==> src/rtl/uart_rx_pkg.sv <==
package uart_rx_pkg;

  typedef enum logic [2:0] {
    ST_IDLE,
    ST_START,
    ST_DATA,
    ST_PAR,
    ST_STOP,
    ST_HOLD
  } rx_state_e;

  typedef enum logic [1:0] {
    PAR_NONE  = 2'd0,
    PAR_BLIND = 2'd1,
    PAR_EVEN  = 2'd2,
    PAR_ODD   = 2'd3
  } par_mode_e;

endpackage

==> src/rtl/uart_rx_baud.sv <==
module uart_rx_baud #(
  parameter int DIV_W = 7
) (
  input  logic             clk,
  input  logic             rst_n,
  input  logic             run,
  input  logic             half,
  input  logic [DIV_W-1:0] div,
  output logic             tick
);
  localparam int CNT_W = DIV_W + 1;

  logic [CNT_W-1:0] cnt_q, cnt_d, limit;

  always_comb begin
    limit = half ? {1'b0, div} : {div, 1'b1};
    tick  = run && (cnt_q == limit);
    if (!run || tick) cnt_d = '0;
    else              cnt_d = cnt_q + 1'b1;
  end

  always_ff @(posedge clk or negedge rst_n) begin
    if (!rst_n) cnt_q <= '0;
    else        cnt_q <= cnt_d;
  end

  AST_DIV_MIN: assert property (@(posedge clk) disable iff (!rst_n)
    run |-> (div >= DIV_W'(2))) else $error("divisor below 2");

  AST_CNT_BOUND: assert property (@(posedge clk) disable iff (!rst_n)
    run |-> (cnt_q <= {div, 1'b1})) else $error("bit counter overran");

endmodule

==> src/rtl/uart_rx_frame.sv <==
module uart_rx_frame
  import uart_rx_pkg::*;
#(
  parameter int DATA_W = 9
) (
  input  logic              clk,
  input  logic              rst_n,
  input  logic              line,
  input  logic [1:0]        cfg_len,
  input  logic [1:0]        cfg_parity,
  input  logic              cfg_msb_first,
  input  logic              tick,
  output logic              run,
  output logic              half,
  output logic              fin,
  output logic              fe,
  output logic              pe,
  output logic [DATA_W-1:0] word
);
  localparam int CNT_W = $clog2(DATA_W + 1);

  rx_state_e        st_q, st_d;
  logic [CNT_W-1:0] bit_q, bit_d, nbits, pos;
  logic [DATA_W-1:0] word_q, word_d;
  logic             acc_q, acc_d;
  par_mode_e        pmode;

  always_comb begin
    pmode = par_mode_e'(cfg_parity);
    case (cfg_len)
      2'd0:    nbits = CNT_W'(DATA_W - 2);
      2'd1:    nbits = CNT_W'(DATA_W - 1);
      default: nbits = CNT_W'(DATA_W);
    endcase
    pos  = cfg_msb_first ? (nbits - 1'b1 - bit_q) : bit_q;
    run  = (st_q == ST_START) || (st_q == ST_DATA) ||
           (st_q == ST_PAR)   || (st_q == ST_STOP);
    half = (st_q == ST_START);
  end

  always_comb begin
    st_d   = st_q;
    bit_d  = bit_q;
    word_d = word_q;
    acc_d  = acc_q;
    fin    = 1'b0;
    fe     = 1'b0;
    pe     = 1'b0;
    case (st_q)
      ST_IDLE: if (!line) begin
        st_d   = ST_START;
        bit_d  = '0;
        word_d = '0;
        acc_d  = 1'b0;
      end
      ST_START: if (tick) st_d = line ? ST_IDLE : ST_DATA;
      ST_DATA: if (tick) begin
        word_d[pos] = line;
        acc_d       = acc_q ^ line;
        bit_d       = bit_q + 1'b1;
        if (bit_q == nbits - 1'b1)
          st_d = (pmode == PAR_NONE) ? ST_STOP : ST_PAR;
      end
      ST_PAR: if (tick) begin
        acc_d = acc_q ^ line;
        st_d  = ST_STOP;
      end
      ST_STOP: if (tick) begin
        fin  = 1'b1;
        fe   = !line;
        pe   = ((pmode == PAR_EVEN) && acc_q) || ((pmode == PAR_ODD) && !acc_q);
        st_d = ST_HOLD;
      end
      ST_HOLD: if (line) st_d = ST_IDLE;
      default: st_d = ST_IDLE;
    endcase
  end

  always_ff @(posedge clk or negedge rst_n) begin
    if (!rst_n) begin
      st_q   <= ST_IDLE;
      bit_q  <= '0;
      word_q <= '0;
      acc_q  <= 1'b0;
    end else begin
      st_q   <= st_d;
      bit_q  <= bit_d;
      word_q <= word_d;
      acc_q  <= acc_d;
    end
  end

  assign word = word_q;

  AST_UPPER_ZERO: assert property (@(posedge clk) disable iff (!rst_n)
    (fin && cfg_len == 2'd0) |-> (word_q[DATA_W-1 -: 2] == 2'b00)) else $error("upper bits set");

  AST_HOLD_UNTIL_HIGH: assert property (@(posedge clk) disable iff (!rst_n)
    (st_q == ST_HOLD && !line) |=> (st_q == ST_HOLD)) else $error("left hold on low line");

  AST_GLITCH_IDLE: assert property (@(posedge clk) disable iff (!rst_n)
    (st_q == ST_START && tick && line) |=> (st_q == ST_IDLE)) else $error("glitch accepted");

endmodule

==> src/rtl/uart_rx_flags.sv <==
module uart_rx_flags #(
  parameter int DATA_W = 9
) (
  input  logic              clk,
  input  logic              rst_n,
  input  logic              fin,
  input  logic              fe,
  input  logic              pe,
  input  logic [DATA_W-1:0] word,
  input  logic              rd_strobe,
  input  logic              clr_err,
  output logic [DATA_W-1:0] rx_data,
  output logic              rx_done,
  output logic              rx_err_pulse,
  output logic              err_frame,
  output logic              err_parity,
  output logic              err_overrun
);
  logic [DATA_W-1:0] data_q, data_d;
  logic done_q, done_d, errp_q, errp_d, unread_q, unread_d;
  logic fe_q, fe_d, pe_q, pe_d, ov_q, ov_d, ov_now, any_err;

  always_comb begin
    ov_now   = fin && unread_q && !rd_strobe;
    any_err  = fe || pe || ov_now;
    done_d   = fin && !any_err;
    errp_d   = fin && any_err;
    data_d   = fin ? word : data_q;
    unread_d = fin ? 1'b1 : (rd_strobe ? 1'b0 : unread_q);
    fe_d     = (fin && fe) || (fe_q && !clr_err);
    pe_d     = (fin && pe) || (pe_q && !clr_err);
    ov_d     = ov_now || (ov_q && !clr_err);
  end

  always_ff @(posedge clk or negedge rst_n) begin
    if (!rst_n) begin
      data_q   <= '0;
      done_q   <= 1'b0;
      errp_q   <= 1'b0;
      unread_q <= 1'b0;
      fe_q     <= 1'b0;
      pe_q     <= 1'b0;
      ov_q     <= 1'b0;
    end else begin
      data_q   <= data_d;
      done_q   <= done_d;
      errp_q   <= errp_d;
      unread_q <= unread_d;
      fe_q     <= fe_d;
      pe_q     <= pe_d;
      ov_q     <= ov_d;
    end
  end

  assign rx_data      = data_q;
  assign rx_done      = done_q;
  assign rx_err_pulse = errp_q;
  assign err_frame    = fe_q;
  assign err_parity   = pe_q;
  assign err_overrun  = ov_q;

  AST_DONE_ERR_EXCL: assert property (@(posedge clk) disable iff (!rst_n)
    !(done_q && errp_q)) else $error("done and error together");

  AST_PULSE_ONE: assert property (@(posedge clk) disable iff (!rst_n)
    done_q |=> !done_q) else $error("done wider than one cycle");

  AST_FLAG_STICKY: assert property (@(posedge clk) disable iff (!rst_n)
    (fe_q && !clr_err) |=> fe_q) else $error("frame flag dropped");

  AST_OVR_SET: assert property (@(posedge clk) disable iff (!rst_n)
    (fin && unread_q && !rd_strobe) |=> ov_q) else $error("overrun missed");

endmodule

==> src/rtl/uart_rx_chan.sv <==
module uart_rx_chan #(
  parameter int DATA_W = 9,
  parameter int DIV_W  = 7
) (
  input  logic              clk,
  input  logic              rst_n,
  input  logic [1:0]        cfg_len,
  input  logic [1:0]        cfg_parity,
  input  logic              cfg_invert,
  input  logic              cfg_msb_first,
  input  logic [DIV_W-1:0]  cfg_divisor,
  input  logic              rxd,
  input  logic              rd_strobe,
  input  logic              clr_err,
  output logic [DATA_W-1:0] rx_data,
  output logic              rx_done,
  output logic              rx_err_pulse,
  output logic              err_frame,
  output logic              err_parity,
  output logic              err_overrun
);
  logic [1:0] rst_sync_q;
  logic       rst_int_n;
  logic [1:0] rxd_sync_q;
  logic       line, tick, run, half, fin, fe, pe;
  logic [DATA_W-1:0] word;

  always_ff @(posedge clk or negedge rst_n) begin
    if (!rst_n) rst_sync_q <= 2'b00;
    else        rst_sync_q <= {rst_sync_q[0], 1'b1};
  end
  assign rst_int_n = rst_sync_q[1];

  always_ff @(posedge clk or negedge rst_int_n) begin
    if (!rst_int_n) rxd_sync_q <= 2'b11;
    else            rxd_sync_q <= {rxd_sync_q[0], rxd};
  end
  assign line = rxd_sync_q[1] ^ cfg_invert;

  uart_rx_baud #(.DIV_W(DIV_W)) u_baud (
    .clk(clk), .rst_n(rst_int_n), .run(run), .half(half),
    .div(cfg_divisor), .tick(tick)
  );

  uart_rx_frame #(.DATA_W(DATA_W)) u_frame (
    .clk(clk), .rst_n(rst_int_n), .line(line), .cfg_len(cfg_len),
    .cfg_parity(cfg_parity), .cfg_msb_first(cfg_msb_first), .tick(tick),
    .run(run), .half(half), .fin(fin), .fe(fe), .pe(pe), .word(word)
  );

  uart_rx_flags #(.DATA_W(DATA_W)) u_flags (
    .clk(clk), .rst_n(rst_int_n), .fin(fin), .fe(fe), .pe(pe), .word(word),
    .rd_strobe(rd_strobe), .clr_err(clr_err), .rx_data(rx_data),
    .rx_done(rx_done), .rx_err_pulse(rx_err_pulse), .err_frame(err_frame),
    .err_parity(err_parity), .err_overrun(err_overrun)
  );

endmodule

==> config.mk <==
export PLATFORM = sky130hd
export DESIGN_NAME = uart_rx_chan
export DESIGN_NICKNAME = d
export VERILOG_FILES = /design/src/rtl/uart_rx_pkg.sv /design/src/rtl/uart_rx_baud.sv /design/src/rtl/uart_rx_frame.sv /design/src/rtl/uart_rx_flags.sv /design/src/rtl/uart_rx_chan.sv
export SDC_FILE = /design/constraint.sdc
export NUM_CORES = 1
export LEC_CHECK = 0
export ABC_AREA = 1
export BUFFER_PORTS_ARGS = -buffer_cell sky130_fd_sc_hd__buf_2
export CAP_MARGIN = 20
export CORE_AREA = 2 2 70 72
export CTS_BUF_LIST = sky130_fd_sc_hd__clkbuf_8
export DETAILED_ROUTE_END_ITERATION = 8
export DIE_AREA = 0 0 72 74
export PLACE_DENSITY = 0.86
export RECOVER_POWER = 100
export REMOVE_ABC_BUFFERS = 1
export SYNTH_ARGS = -nofsm -noshare
export SYNTH_HDL_FRONTEND = slang
export SYNTH_SLANG_ARGS = --single-unit
==> constraint.sdc <==
create_clock -name clk -period 4.7 [get_ports clk]
set_clock_uncertainty 0.2 [all_clocks]
set_input_delay 0.235 -clock clk [delete_from_list [all_inputs] [get_ports clk]]
set_output_delay 0.235 -clock clk [all_outputs]
set_load 0.02 [all_outputs]
=== Word-level counts from Yosys, hierarchy flattened ===
Cells that the tools add are included.

* Register bits after elaboration: 44
* Bits of input ports: 18
* Output and inout port bits: 14
* Word-level logic and storage cells: 113

* Add/sub/neg operators: 4
* Magnitude comparators: 2
* Equal/unequal tests: 18
* Multiplexer cells: 34
* Bitwise gates (word level): 2
* Reductions and logical operators: 39

{| class="wikitable"
|+ Operators by type and width
! cell !! number
|-
| 3-bit two-way mux || 8
|-
| 9-bit two-way mux || 2
|-
| 3-bit case mux with 6 select lines || 1
|-
| 9-bit case mux with 2 select lines || 1
|-
| 8-bit two-way mux || 2
|-
| 4-bit case mux with 2 select lines || 2
|-
| 1-bit logical AND || 13
|-
| 4-bit two-way mux || 3
|-
| 2-bit inequality test, second input constant || 6
|-
| 1-bit two-way mux || 11
|-
| 1-bit logical OR || 10
|-
| 9-bit bitwise mux || 1
|-
| 8-bit by 1-bit adder with 8-bit output, second input constant || 1
|-
| 8-bit equality test || 1
|-
| 7-bit AND reduction || 1
|-
| 3-bit by 2-bit equality test with 1-bit output, second input constant || 2
|-
| 3-bit equality test, second input constant || 2
|-
| 1-bit zero test || 6
|-
| 3-bit AND reduction || 2
|-
| 2-bit nonzero test || 3
|-
| 4-bit by 5-bit < comparator with 1-bit output, second input constant || 1
|-
| 4-bit by 1-bit adder with 4-bit output, second input constant || 1
|-
| 1-bit demux with 4-bit select || 1
|-
| 2-bit equality test, second input constant || 2
|-
| other kinds (13) || 16
|}

=== Depth between registers and ports, before layout ===
Gate-level depths: netlist of run 1.

* Depth in word-level cells: 12
* Gate-level depth with buffers: 16
* Depth with buffers taken out: 16

=== By module ===
From an unflattened synthesis of run 1, not the netlist that was laid out.

* Cell total of the unflattened synthesis: 361
* Area, all modules: 2662.6 µm²

{| class="wikitable"
|+ By module, submodules not included
! module !! instances !! cells each !! area an instance (µm²) !! sequential area each (µm²)
|-
| uart_rx_frame || 1 || 178 || 1262.5 || 425.4
|-
| uart_rx_baud || 1 || 112 || 695.7 || 200.2
|-
| uart_rx_flags || 1 || 61 || 579.3 || 375.4
|-
| uart_rx_chan || 1 || 10 || 125.1 || 102.6
|}

=== Worst setup path before layout of run 1 ===
No wires, ideal clock.

* Path kind: input port to flip-flop
* Start point: in cfg_len[0]
* End point: reg u_frame.word_q[7] (netlist: u_frame.word[7])
* Setup time: 0.117 ns
* Arrival: 2.008 ns
* Data required time: 4.383 ns
* Path slack: 2.376 ns
* Cell stages on the path: 12
* Buffers on the path: 0
* Cell sequence: or2_2 > ha_1 > inv_1 > fa_1 > o21ai_0 > inv_1 > nor2_1 > nand2_1 > nand2_1 > nand2_1 > nand2_1 > nand2_1

* Longest elaborated chain between the ends: 12
* Elaborated cells between the ends (all ways): 14
* Those cells by class: add/sub: 2; order compare: 2; eq/ne: 1; mux: 7; reduce/logical: 2

{| class="wikitable"
|+ RTL lines
! what !! line !! RTL
|-
| start, declared || uart_rx_chan.sv:7 || <nowiki>input logic [1:0] cfg_len,</nowiki>
|-
| 2-bit by 1-bit equality test with 1-bit output / 2-bit zero test (equally long branches) || uart_rx_frame.sv:30 || <nowiki>case (cfg_len)</nowiki>
|-
| 4-bit case mux with 2 select lines (*) || uart_rx_frame.sv:30 ||
|-
| 4-bit by 1-bit subtractor with 4-bit output (*) || uart_rx_frame.sv:35 || <nowiki>pos = cfg_msb_first ? (nbits - 1'b1 - bit_q) : bit_q;</nowiki>
|-
| 4-bit subtractor (*) || uart_rx_frame.sv:35 ||
|-
| 4-bit two-way mux (*) || uart_rx_frame.sv:35 ||
|-
| 4-bit by 5-bit < comparator with 1-bit output (implied by the code) / 4-bit by 1-bit >= comparator with 1-bit output (equally long branches) || uart_rx_frame.sv:58 || <nowiki>word_d[pos] = line;</nowiki>
|-
| 1-bit logical AND (implied by the code) || uart_rx_frame.sv:58 ||
|-
| 1-bit two-way mux (implied by the code) || uart_rx_frame.sv:58 ||
|-
| 1-bit demux with 4-bit select (*) || -- ||
|-
| 9-bit bitwise mux (*) || uart_rx_frame.sv:58 ||
|-
| 9-bit two-way mux (*) || uart_rx_frame.sv:57 || <nowiki>ST_DATA: if (tick) begin</nowiki>
|-
| 9-bit case mux with 2 select lines (*) || uart_rx_frame.sv:49 || <nowiki>case (st_q)</nowiki>
|-
| end signal, assigned || uart_rx_frame.sv:88 || <nowiki>word_q <= word_d;</nowiki>
|-
| end, declared || uart_rx_frame.sv:24 || <nowiki>logic [DATA_W-1:0] word_q, word_d;</nowiki>
|}

Every way passes the cells marked *; elsewhere a longest branch is shown, timed or not. The select of a mux whose other input is x is not followed.
A chain may end at the register's enable or synchronous reset.

=== Final worst setup path of run 1 ===
* Start point: reg u_frame.st_q[2]
* End point: reg u_frame.bit_q[1]

* Longest elaborated chain between the ends: 7
* Elaborated cells between the ends (all ways): 16
* Those cells by class: eq/ne: 7; mux: 2; reduce/logical: 7

{| class="wikitable"
|+ RTL lines
! what !! line !! RTL
|-
| start, declared || uart_rx_frame.sv:22 || <nowiki>rx_state_e st_q, st_d;</nowiki>
|-
| start signal, assigned || uart_rx_frame.sv:86 || <nowiki>st_q <= st_d;</nowiki>
|-
| parallel branches: the longest is 7 deep, another holds 8-bit two-way mux || -- ||
|-
| end signal, assigned || uart_rx_frame.sv:87 || <nowiki>bit_q <= bit_d;</nowiki>
|-
| end, declared || uart_rx_frame.sv:23 || <nowiki>logic [CNT_W-1:0] bit_q, bit_d, nbits, pos;</nowiki>
|}

Several ways; the timed one is not identified.

==> results by group, run 1 <==
Final layout
  • Final instance count without filler cells: around 460
  • Filler cells: ~400
  • Layout area overhead: 9.61%
  • Number of antenna diodes: 0
  • Share of layout cells above drive strength 1: 10.7%
  • Fin area: a little under 3000 um^2
  • Final-stage net count: ~430

Place
  • Port Buf Inserts: 31
  • DPL Wire Length: approximately 3500 um
  • Final Wtd Congestion: slightly above 0.8
  • Pre-CTS WS: 2.06 ns
  • Placed Area: ~2800 um^2
  • Post-Place Cells: 444

Synthesis
  • Synth Area per Inst: ~7.3 um^2
  • Mux contribution to synthesized area: 0%
  • Simple-gate share of the synthesized area: 38.6%
  • Top-count cell post-synth: nand2_1
  • Cells after synthesis: roughly 360
  • Largest area contributor in the netlist: dfrtp_1
  • Number of synthesized flops with an enable pin: 0
  • Synth Cell Area: about 2700 um^2
  • Commonest cells in the netlist: 142 x nand2_1, 51 x inv_1, 42 x dfrtp_1, 27 x nand3_1, 26 x nor2_1
  • Synth Area in XOR/XNOR: around 2.6%
  • Synth top area cells: dfrtp_1 40%, nand2_1 20%, inv_1 7.2%, nand3_1 5.1%, nor2_1 3.7%
  • Largest family of logic cells by synthesized area: simple AND/OR/NAND/NOR gates
  • Top cell type's share of synthesized area: around two fifths
  • Adder-cell share of the synthesized area: 3.58%
  • Synth Warn #: 0
  • Post-synth ARST share: 100%
  • Primary FF master, synth: dfrtp_1
  • Seq cells post-synth: 44
  • Synth Area in Compound Gates: under 10%
  • Library cells used by synthesis: 30
  • Sequential share of the synthesized area: between 40% and 50%

GRT
  • Pin count of the biggest net entering global routing: 43
  • Total track usage: 20.0%
  • First-pass GRT wire length: between 8000 and 9000 um
  • GRT met3 Usage: around 4.3%
  • Number of global-route vias before repair: around 2000
  • Initial antenna violation count: 0
  • Top Usage Layer GRT: met2
  • Grt total ovfl: 0
  • Met2 Usage GRT: around a third
  • GRT met1 Usage: a little over a quarter

CTS
  • CTS tree: done
  • Clk_lat worst skew: 0.30 ns
  • # resized after CTS: 0
  • Postcts setup bufs: 0
  • Cell chosen for the clock root: clkbuf_8
  • CTS Buffer Depth: 2
  • Worst-path clk slew: ~0.09 ns
  • H-tree depth: 2
  • Sink Count: 44
  • Cts bufs inserted: 5

Detailed routing
  • Wire per inst: between 10 and 15 um
  • Remaining antenna violation count: 0
  • Vias: 2255
  • Drt first pass iters: 4
  • Drt initial violations: around 140
  • Drt drc: 0
  • Via-per-instance ratio: 4.96
  • Total Wirelength: between 4000 and 5000 um

Floorplan
  • # IOs: 32
  • Die height: between 70 and 80 um
  • FP Rows: 25
  • Core Region: 4600 um^2
  • Chip width: 72 um
  • Starting Density: ~58%
  • Area of the die: 5330 um^2

Run
  • Max Cap Viol: 1

Timing
  • Final setup violation count: 0
  • Worst slew pin tran: between 2 and 2.5 ns
  • Sum Neg Setup Slack: 0 ns
  • Min cycle time layout: 3.31 ns
  • RSZ-0062 raised after global routing: no
  • Relative slew slack: -42.3%
  • Max-slew violations: between 40 and 50
  • Max Fclk: between 300 and 400 MHz
  • Final cycle utilization of the critical path: between 70% and 80%
  • Final WS setup: roughly 1.4 ns
  • Final hold vios: 0

Pwr
  • VDD IR max: 0.000226 V
  • PwrDens: approximately 420 nW/um^2
  • Leakage: around 1.6 nW

Setup path
  • Arr. time, crit path: roughly 3.3 ns
  • Worst Setup Path Type: flip-flop to flip-flop
  • CP Capture Type: flip-flop
  • Crit start category: flip-flop
  • CP required: 4.68 ns
  • CP Max Fanout: 24

Status
  • Run status: finished, violations left
  • Failing checks: capacitance limit, slew limit

Min path
  • Min-Delay Path Class: input port to async pin
-- stage by stage --
stage / hold slack [ns] / utilization (%) / total power, mW
final: 0.0354 / 63.3 / 1.23
after global routing: 0.0462 / 63.3 / 1.33
after CTS: 0.0278 / 64.6 / 1.26
after detailed placement: -0.177 / 61.5 / 0.961
after global placement: -0.180 / 61.5 / 0.944
after floorplan: -0.261 / - / 0.860
-- worst max-delay path: stages, from the launching register on --
cell and delay [ns]:
dfrtp_1 0.58, clkinvlp_2 0.36, nand3_1 0.41, nand2_1 0.14
nand2_1 0.10, nand2_1 0.05, nand2_1 0.06, nand2_1 0.05
nor2_1 0.30, nand3_2 0.11, nand2_1 0.54, inv_1 0.16
nand2_1 0.09, nand2_1 0.05
-- what timing repair did --
item                                    in CTS  in global routing
hold buffers                                 3                  0
endpoints found under the hold margin        6                  0
endpoints found under the setup margin       0                  0
-- flip-flops by register name, indices dropped and copies added, names as in the netlist --
signal                flops
u_frame.word              9
u_frame.acc_q             1
u_flags.rx_done           1
u_flags.err_parity        1
u_frame.bit_q             4
rxd_sync_q                2
u_frame.st_q              3
u_flags.rx_err_pulse      1
u_flags.err_overrun       1
rst_sync_q                2
u_baud.cnt_q              8
u_flags.err_frame         1
u_flags.rx_data           9
u_flags.unread_q          1
-- cell type report --
cell class	instances	area (um^2)	share of cell area (%)
inverters	54	204	7.00
repair buffers	35	170	5.84
multi-input cells	260	1250	43.0
flip-flops and latches	44	1100	37.9
well taps	54	67.6	2.32
clock inverters	3	46.3	1.59
clock buffers	5	68.8	2.36
-- path summary, 6_finish.rpt --
check	cells past startpoint	end	startpoint	slack, ns
setup reg to reg	13	u_frame.bit_q[1]$_DFFE_PN0P_	u_frame.st_q[2]$_DFFE_PN0P_	1.39
setup / recovery	13	u_frame.bit_q[1]$_DFFE_PN0P_	u_frame.st_q[2]$_DFFE_PN0P_	1.39
hold / removal	2	rst_sync_q[0]$_DFF_PN0_	rst_n	0.04
max in group asynchronous	1	u_frame.bit_q[0]$_DFFE_PN0P_	rst_sync_q[1]$_DFF_PN0_	2.31
hold reg to reg	0	rst_sync_q[1]$_DFF_PN0_	rst_sync_q[0]$_DFF_PN0_	0.16
min in group clk	4	u_flags.unread_q$_DFFE_PN0P_	rd_strobe	0.04
-- layer usage --
| metal | wire length [um] | vias to the layer above |
|---|---|---|
| li1 | - | 1186 |
| met1 | 2450 | 1011 |
| met2 | 2170 | 53 |
| met3 | 246 | 5 |
| met4 | 69 | 0 |
| met5 | 0 | - |
-- where the power goes --
| part | switching [mW] | internal (mW) | leakage [nW] |
|---|---|---|---|
| Clock | 0.134 | 0.160 | 0.0548 |
| Combinational | 0.327 | 0.151 | 0.938 |
| Sequential | 0.0445 | 0.415 | 0.597 |
| Total | 0.505 | 0.726 | 1.59 |
-- cell usage in the layout (no fill, tap or decap), types with 3 or more instances in the layout --
cell	count
nor3b_1	4
xor2_1	4
xnor2_1	4
or2_2	3
nand2_2	3
buf_2	16
o21ai_0	11
dlygate4sd3_1	3
nand2_1	145
nor3_1	6
ha_1	6
dfrtp_1	42
inv_1	51
a21oi_1	4
nor2_1	27
clkbuf_8	5
nand3_1	28
clkbuf_1	16
-- cell families after synthesis --
group                      count (synthesis)
and+or+nand+nor                          226
other                                      1
xor gates and xnor gates                   8
adders and majority gates                  7
DFF                                       44
buffers and inverters                     60
AOI/OAI and AO/OA                         18
No activity file was read; power rests on OpenSTA's default activity.
==> run 2: changes to the inputs <==
==> constraint.sdc (replaced) <==
create_clock -name clk -period 3.21 [get_ports clk]
set_clock_uncertainty 0.2 [all_clocks]
set_input_delay 0.1605 -clock clk [delete_from_list [all_inputs] [get_ports clk]]
set_output_delay 0.1605 -clock clk [all_outputs]
set_load 0.02 [all_outputs]
==> run 2 against run 1 <==
Against the previous run:
- the run now ends clean
- worst hold slack better by 0.014 ns
- clock power up 46%
- combinational power up 48%
- final area up 1.2%
- highest routed layer unchanged
- global-route usage up 0.86 points
- worst setup slack worse by 0.82 ns
- routed wire length up 0.20%
==> results by group, run 2 (synthesized netlist as in run 1, its figures left out) <==
Status
  • Run status: finished clean

Pwr
  • Clock power frac: 23.6%
  • Sw Share: 41.1%
  • Net Switching: 0.745 mW
  • Sequential Power Share: between 30% and 40%
  • Pint: 1.07 mW
  • VDD IR max: 0.000334 V
  • Leakage: about 1.6 nW
  • PwrDens: between 600 and 700 nW/um^2
  • Overall Power: 1.81 mW
  • Combinational Power Share: 39.0%

CTS
  • CTS Buffer Depth: 2
  • Clk_lat worst skew: approximately 0.3 ns
  • H-tree depth: 2
  • Cts bufs inserted: 5
  • Cell chosen for the clock root: clkbuf_8
  • Sink Count: 44
  • Worst-path clk slew: around 0.080 ns
  • CTS tree: done

Detailed routing
  • Via-per-instance ratio: roughly 5
  • Total Wirelength: 4940 um
  • Drt first pass iters: 5
  • Wire per inst: between 10 and 15 um
  • Drt drc: 0
  • Drt initial violations: 135
  • Vias: between 2000 and 2500
  • Remaining antenna violation count: 0

Setup path
  • Reg2Reg Depth: 12
  • Crit start category: flip-flop
  • Worst Setup Path Type: flip-flop to flip-flop
  • CP Max Fanout: 12
  • Arr. time, crit path: 2.61 ns
  • CP required: between 3 and 4 ns
  • Worst R2R Setup Slack: roughly 0.57 ns
  • R2R Path Start: u_frame.st_q[2]$_DFFE_PN0P_
  • Reg2reg end: u_frame.st_q[2]$_DFFE_PN0P_
  • CP Capture Type: flip-flop

Final layout
  • Share of layout cells above drive strength 1: between 10 and 15%
  • Fin area: ~2900 um^2
  • Most frequent cells in the layout: 143 x nand2_1, 51 x inv_1, 42 x dfrtp_1, 30 x nand3_1, 26 x nor2_1
  • Layout area overhead: 10.9%
  • Final instance count without filler cells: ~460
  • Post-layout util: between 60% and 70%
  • Most common cell after layout, fill and taps aside: nand2_1
  • Filler cells: 415
  • Number of antenna diodes: 0
  • Final-stage net count: around 430

Timing
  • RSZ-0062 raised after global routing: no
  • Sum Neg Setup Slack: 0 ns
  • Worst slew pin tran: between 0.8 and 0.9 ns
  • Hold slack: slightly below 0.05 ns
  • Final cycle utilization of the critical path: 82.2%
  • Min cycle time layout: 2.64 ns
  • Max Fclk: ~380 MHz
  • Final hold vios: 0
  • Final setup violation count: 0
  • Max-slew violations: 0
  • Final WS setup: 0.570 ns
  • Relative slew slack: around two fifths

GRT
  • First-pass GRT wire length: around 8900 um
  • Pin count of the biggest net entering global routing: 25
  • Initial antenna violation count: 0
  • Number of global-route vias before repair: ~2100
  • Grt total ovfl: 0
  • Total track usage: between 20% and 30%

Min path
  • Hold EP: u_flags.rx_done$_DFF_PN0_
  • Worst Hold Launch: cfg_parity[1]
  • Min-Delay Path Class: input port to flip-flop
  • Hold-critical path depth: 4

Floorplan
  • Area of the die: between 5000 and 6000 um^2
  • Starting Density: 57.8%
  • Chip width: between 70 and 80 um
  • # IOs: 32
  • Die height: ~74 um
  • FP Rows: 25
  • Core Region: around 4600 um^2

Run
  • Max Cap Viol: 0

Place
  • Pre-CTS WS: roughly 0.68 ns
  • Port Buf Inserts: 31
  • DPL Wire Length: about 3700 um
  • Placed Area: between 2000 and 3000 um^2
  • Final Wtd Congestion: around 0.8
  • Post-Place Cells: between 400 and 500
-- run 2: cell count changes in the layout (fill, tap and decap cells not counted), moves of 2 or more --
cell,change
dlygate4sd3_1,+2
nand3_1,+2
nand2_1,-2
nand3_2,-2
-- run 2: worst max-delay path: stages, from the launching register on --
cell and delay, ns:
dfrtp_1 0.54, inv_4 0.14, nand3_1 0.33, nand2_1 0.19, nand2_1 0.07, nand2_1 0.05, nand3_1 0.11, nor2_4 0.18
nand2_4 0.08, nand2_1 0.28, nand2_2 0.14, nand2_1 0.09, o21ai_0 0.09
-- run 2: worst max path at each step --
stage,start,endpoint,slack (ns),depth (start not counted)
after global placement,cfg_len[0],u_frame.word[2]$_DFFE_PN0P_,0.73,13
after CTS,u_frame.st_q[2]$_DFFE_PN0P_,u_flags.err_overrun$_DFF_PN0_,0.83,11
after detailed placement,cfg_len[0],u_frame.word[7]$_DFFE_PN0P_,0.68,13
final,u_frame.st_q[2]$_DFFE_PN0P_,u_frame.st_q[2]$_DFFE_PN0P_,0.57,12
after global routing,u_frame.st_q[2]$_DFFE_PN0P_,u_frame.st_q[0]$_DFFE_PN0P_,0.32,11
after floorplan,cfg_len[0],u_frame.word[7]$_DFFE_PN0P_,0.95,12
-- run 2: cell type report --
cell class / instances / area, um^2 / area share (%)
multi-input combinational: 260 / 1260 / 42.7
sequential: 44 / 1100 / 37.5
inverter: 54 / 205 / 6.97
timing repair buffer: 38 / 195 / 6.63
clock buffer: 5 / 68.8 / 2.34
tap: 54 / 67.6 / 2.29
clock inverter: 3 / 46.3 / 1.57
-- run 2: metal layers --
| metal | up-vias | global-route usage (%) | wire length [um] |
|---|---|---|---|
| met5 | - | 0 | 0 |
| met4 | 0 | 6.92 | 75 |
| met3 | 8 | 3.39 | 185 |
| met2 | 45 | 34.3 | 2230 |
| met1 | 1071 | 28.6 | 2450 |
| li1 | 1198 | - | - |
-- run 2: repair_timing --
item                                   in CTS  in global routing
gates resized for setup                     0                  0
hold buffers                                5                  0
buffers inserted                            0                  0
endpoints found under the hold margin       8                  0
-- run 2: power by group through the flow --
| stage | clock network, mW | registers, mW | logic [mW] |
|---|---|---|---|
| after floorplan | 0 | 0.678 | 0.581 |
| after global placement | 0 | 0.687 | 0.696 |
| after detailed placement | 0 | 0.691 | 0.723 |
| after CTS | 0.433 | 0.680 | 0.734 |
| after global routing | 0.460 | 0.687 | 0.821 |
| final | 0.429 | 0.678 | 0.707 |
==> run 3: changes to the inputs <==
--- a/config.mk
+++ b/config.mk
@@ -8,11 +8,11 @@
 export ABC_AREA = 1
 export BUFFER_PORTS_ARGS = -buffer_cell sky130_fd_sc_hd__buf_2
 export CAP_MARGIN = 20
-export CORE_AREA = 2 2 70 72
+export CORE_AREA = 2 2 74 76
 export CTS_BUF_LIST = sky130_fd_sc_hd__clkbuf_8
 export DETAILED_ROUTE_END_ITERATION = 8
-export DIE_AREA = 0 0 72 74
-export PLACE_DENSITY = 0.86
+export DIE_AREA = 0 0 76 78
+export PLACE_DENSITY = 0.81
 export RECOVER_POWER = 100
 export REMOVE_ABC_BUFFERS = 1
 export SYNTH_ARGS = -nofsm -noshare
==> constraint.sdc (replaced) <==
create_clock -name clk -period 2.2 [get_ports clk]
set_clock_uncertainty 0.2 [all_clocks]
set_input_delay 0.11 -clock clk [delete_from_list [all_inputs] [get_ports clk]]
set_output_delay 0.11 -clock clk [all_outputs]
set_load 0.02 [all_outputs]
==> run 3 against run 2 <==
Against the previous run:
- the flow now finishes with violations (setup timing)
- die area is 11% higher
- final cell count is 9.0% higher
- largest power group unchanged
- global-route usage is 1.5 points lower
- highest routed layer unchanged
- routed wire length is 30% higher
- first-iteration DRC count is 32% higher
- sequential share of layout area is 5.3 points lower
- sequential power is 44% higher
- sequential cell count stayed put
- fmax is 18% higher
- critical endpoint is now u_flags.rx_data[3]$_DFFE_PN0P_
- worst setup slack worse by 0.61 ns
==> results by group, run 3 (synthesized netlist as in run 1, its figures left out) <==
Status
  • Run status: finished, violations left
  • Failing checks: setup timing

Setup path
  • CP Capture Type: flip-flop
  • Worst R2R Setup Slack: -0.04 ns
  • CP required: between 2 and 2.5 ns
  • R2R Path Start: u_frame.st_q[2]$_DFFE_PN0P_
  • CP Max Fanout: 6
  • Reg2Reg Depth: 13
  • Arr. time, crit path: 2.29 ns
  • Crit start category: flip-flop
  • Reg2reg end: u_flags.rx_data[3]$_DFFE_PN0P_
  • Worst Setup Path Type: flip-flop to flip-flop

CTS
  • Cell chosen for the clock root: clkbuf_8
  • CTS tree: done
  • Sink Count: 44
  • Clk_lat worst skew: 0.31 ns
  • CTS Buffer Depth: 2
  • Worst-path clk slew: around 0.09 ns
  • Cts bufs inserted: 5
  • H-tree depth: 2

Timing
  • RSZ-0062 raised after global routing: yes
  • Final hold vios: 0
  • Worst slew pin tran: about 1.1 ns
  • Relative slew slack: 30.0%
  • Final cycle utilization of the critical path: 102%
  • Final WS setup: -0.0407 ns
  • Final setup violation count: 10
  • Min cycle time layout: between 2 and 2.5 ns
  • Max-slew violations: 0
  • Max Fclk: 446 MHz

Detailed routing
  • Total Wirelength: 6450 um
  • Wire per inst: between 10 and 15 um
  • Drt initial violations: roughly 180
  • Vias: approximately 2500
  • Remaining antenna violation count: 0
  • Drt first pass iters: 6
  • Drt drc: 0
  • Via-per-instance ratio: between 5 and 6

Final layout
  • Final instance count without filler cells: 499
  • Multi-input logic area: about 1500 um^2
  • Layout area overhead: 29.6%
  • Post-layout util: between 60% and 70%
  • Register area: between 1000 and 1500 um^2
  • Most common cell after layout, fill and taps aside: nand2_1
  • Share of layout cells above drive strength 1: between 20% and 30%
  • Filler cells: ~400
  • Final-stage net count: between 400 and 500
  • Most frequent cells in the layout: 111 x nand2_1, 50 x inv_1, 40 x dfrtp_1, 30 x nand2_2, 25 x nand3_1
  • Number of antenna diodes: 0

GRT
  • Initial antenna violation count: 0
  • Number of global-route vias before repair: about 2200
  • Grt total ovfl: 0
  • First-pass GRT wire length: roughly 9500 um
  • Pin count of the biggest net entering global routing: 43
  • Total track usage: about a fifth

Pwr
  • Overall Power: between 3 and 4 mW
  • VDD IR max: 0.000441 V
  • PwrDens: 918 nW/um^2
  • Leakage: ~1.8 nW

Floorplan
  • FP Rows: 26
  • Starting Density: between 50% and 60%
  • Die height: ~78 um
  • Area of the die: slightly below 6000 um^2
  • # IOs: 32
  • Core Region: just over 5000 um^2
  • Chip width: roughly 76 um

Place
  • DPL Wire Length: ~3700 um
  • Post-Place Cells: ~480
  • Port Buf Inserts: 31
  • Pre-CTS WS: -0.303 ns
  • Final Wtd Congestion: about 0.86

Min path
  • Worst Hold Launch: cfg_parity[0]
  • Min-Delay Path Class: input port to flip-flop
  • Hold-critical path depth: 5
  • Hold EP: u_flags.rx_done$_DFF_PN0_

Run
  • Max Cap Viol: 0
run 3: worst max path at each step:
stage / startpoint / endpoint / cells after the start / slack, ns
finish: u_frame.st_q[2]$_DFFE_PN0P_ / u_flags.rx_data[3]$_DFFE_PN0P_ / 13 / -0.04
CTS: u_frame.st_q[2]$_DFFE_PN0P_ / u_frame.bit_q[1]$_DFFE_PN0P_ / 12 / 0.01
detailed placement: cfg_len[0] / u_frame.word[3]$_DFFE_PN0P_ / 13 / -0.30
global route: u_frame.st_q[1]$_DFFE_PN0P_ / u_flags.rx_data[3]$_DFFE_PN0P_ / 14 / -0.19
floorplan: cfg_len[0] / u_frame.word[7]$_DFFE_PN0P_ / 12 / -0.009
global placement: cfg_len[0] / u_frame.word[3]$_DFFE_PN0P_ / 13 / -0.23
run 3: report_power, final:
part	switching [mW]	internal, mW
Sequential	0.0893	0.889
Clock	0.301	0.342
Combinational	0.963	0.578
Total	1.35	1.81
run 3: routing by layer:
metal | vias up | part of all wire, % | track usage, %
met4 | 0 | 2.9 | 6.55
li1 | 1257 | - | -
met1 | 1147 | 43 | 25.0
met5 | - | 0 | 0
met3 | 22 | 5.5 | 2.91
met2 | 100 | 49 | 33.7
run 3: critical path, stage by stage (launching register included):
cell,delay (ns)
dfrtp_1,0.48
inv_4,0.12
buf_4,0.14
nand4_1,0.09
nand3_1,0.11
nand2_1,0.06
inv_1,0.06
nand2_2,0.06
nor2_4,0.21
nand2_4,0.10
nor2_4,0.24
clkbuf_16,0.19
nand2_2,0.04
nand2_1,0.06
run 3: area by class of cell:
cell class / instances / area share [%]
clock buffers: 5 / 2.00
clock inverters: 3 / 1.34
inverters: 54 / 6.03
multi-input cells: 263 / 44.0
flip-flops and latches: 44 / 32.1
well taps: 70 / 2.54
repair buffers: 60 / 11.9
run 3: per-stage QoR:
step / area (um^2) / setup TNS [ns] / hold WS [ns]
6_report: 3440 / -0.184 / 0.0700
5_1_grt: 3440 / -3.05 / 0.103
2_1_floorplan: 2600 / -0.0174 / -0.386
3_5_place_dp: 2970 / -2.37 / -0.301
4_1_cts: 3150 / 0 / 0.0541
3_3_place_gp: 2970 / -1.80 / -0.306
run 3: what timing repair did:
item                                   4_1_cts  5_1_grt
pin swaps                                    0       17
setup endpoints to repair                    3       33
gates resized for setup                      3       56
hold buffers                                 6        0
cloned                                       0        4
endpoints found under the hold margin        9        0
buffers inserted                             0        6
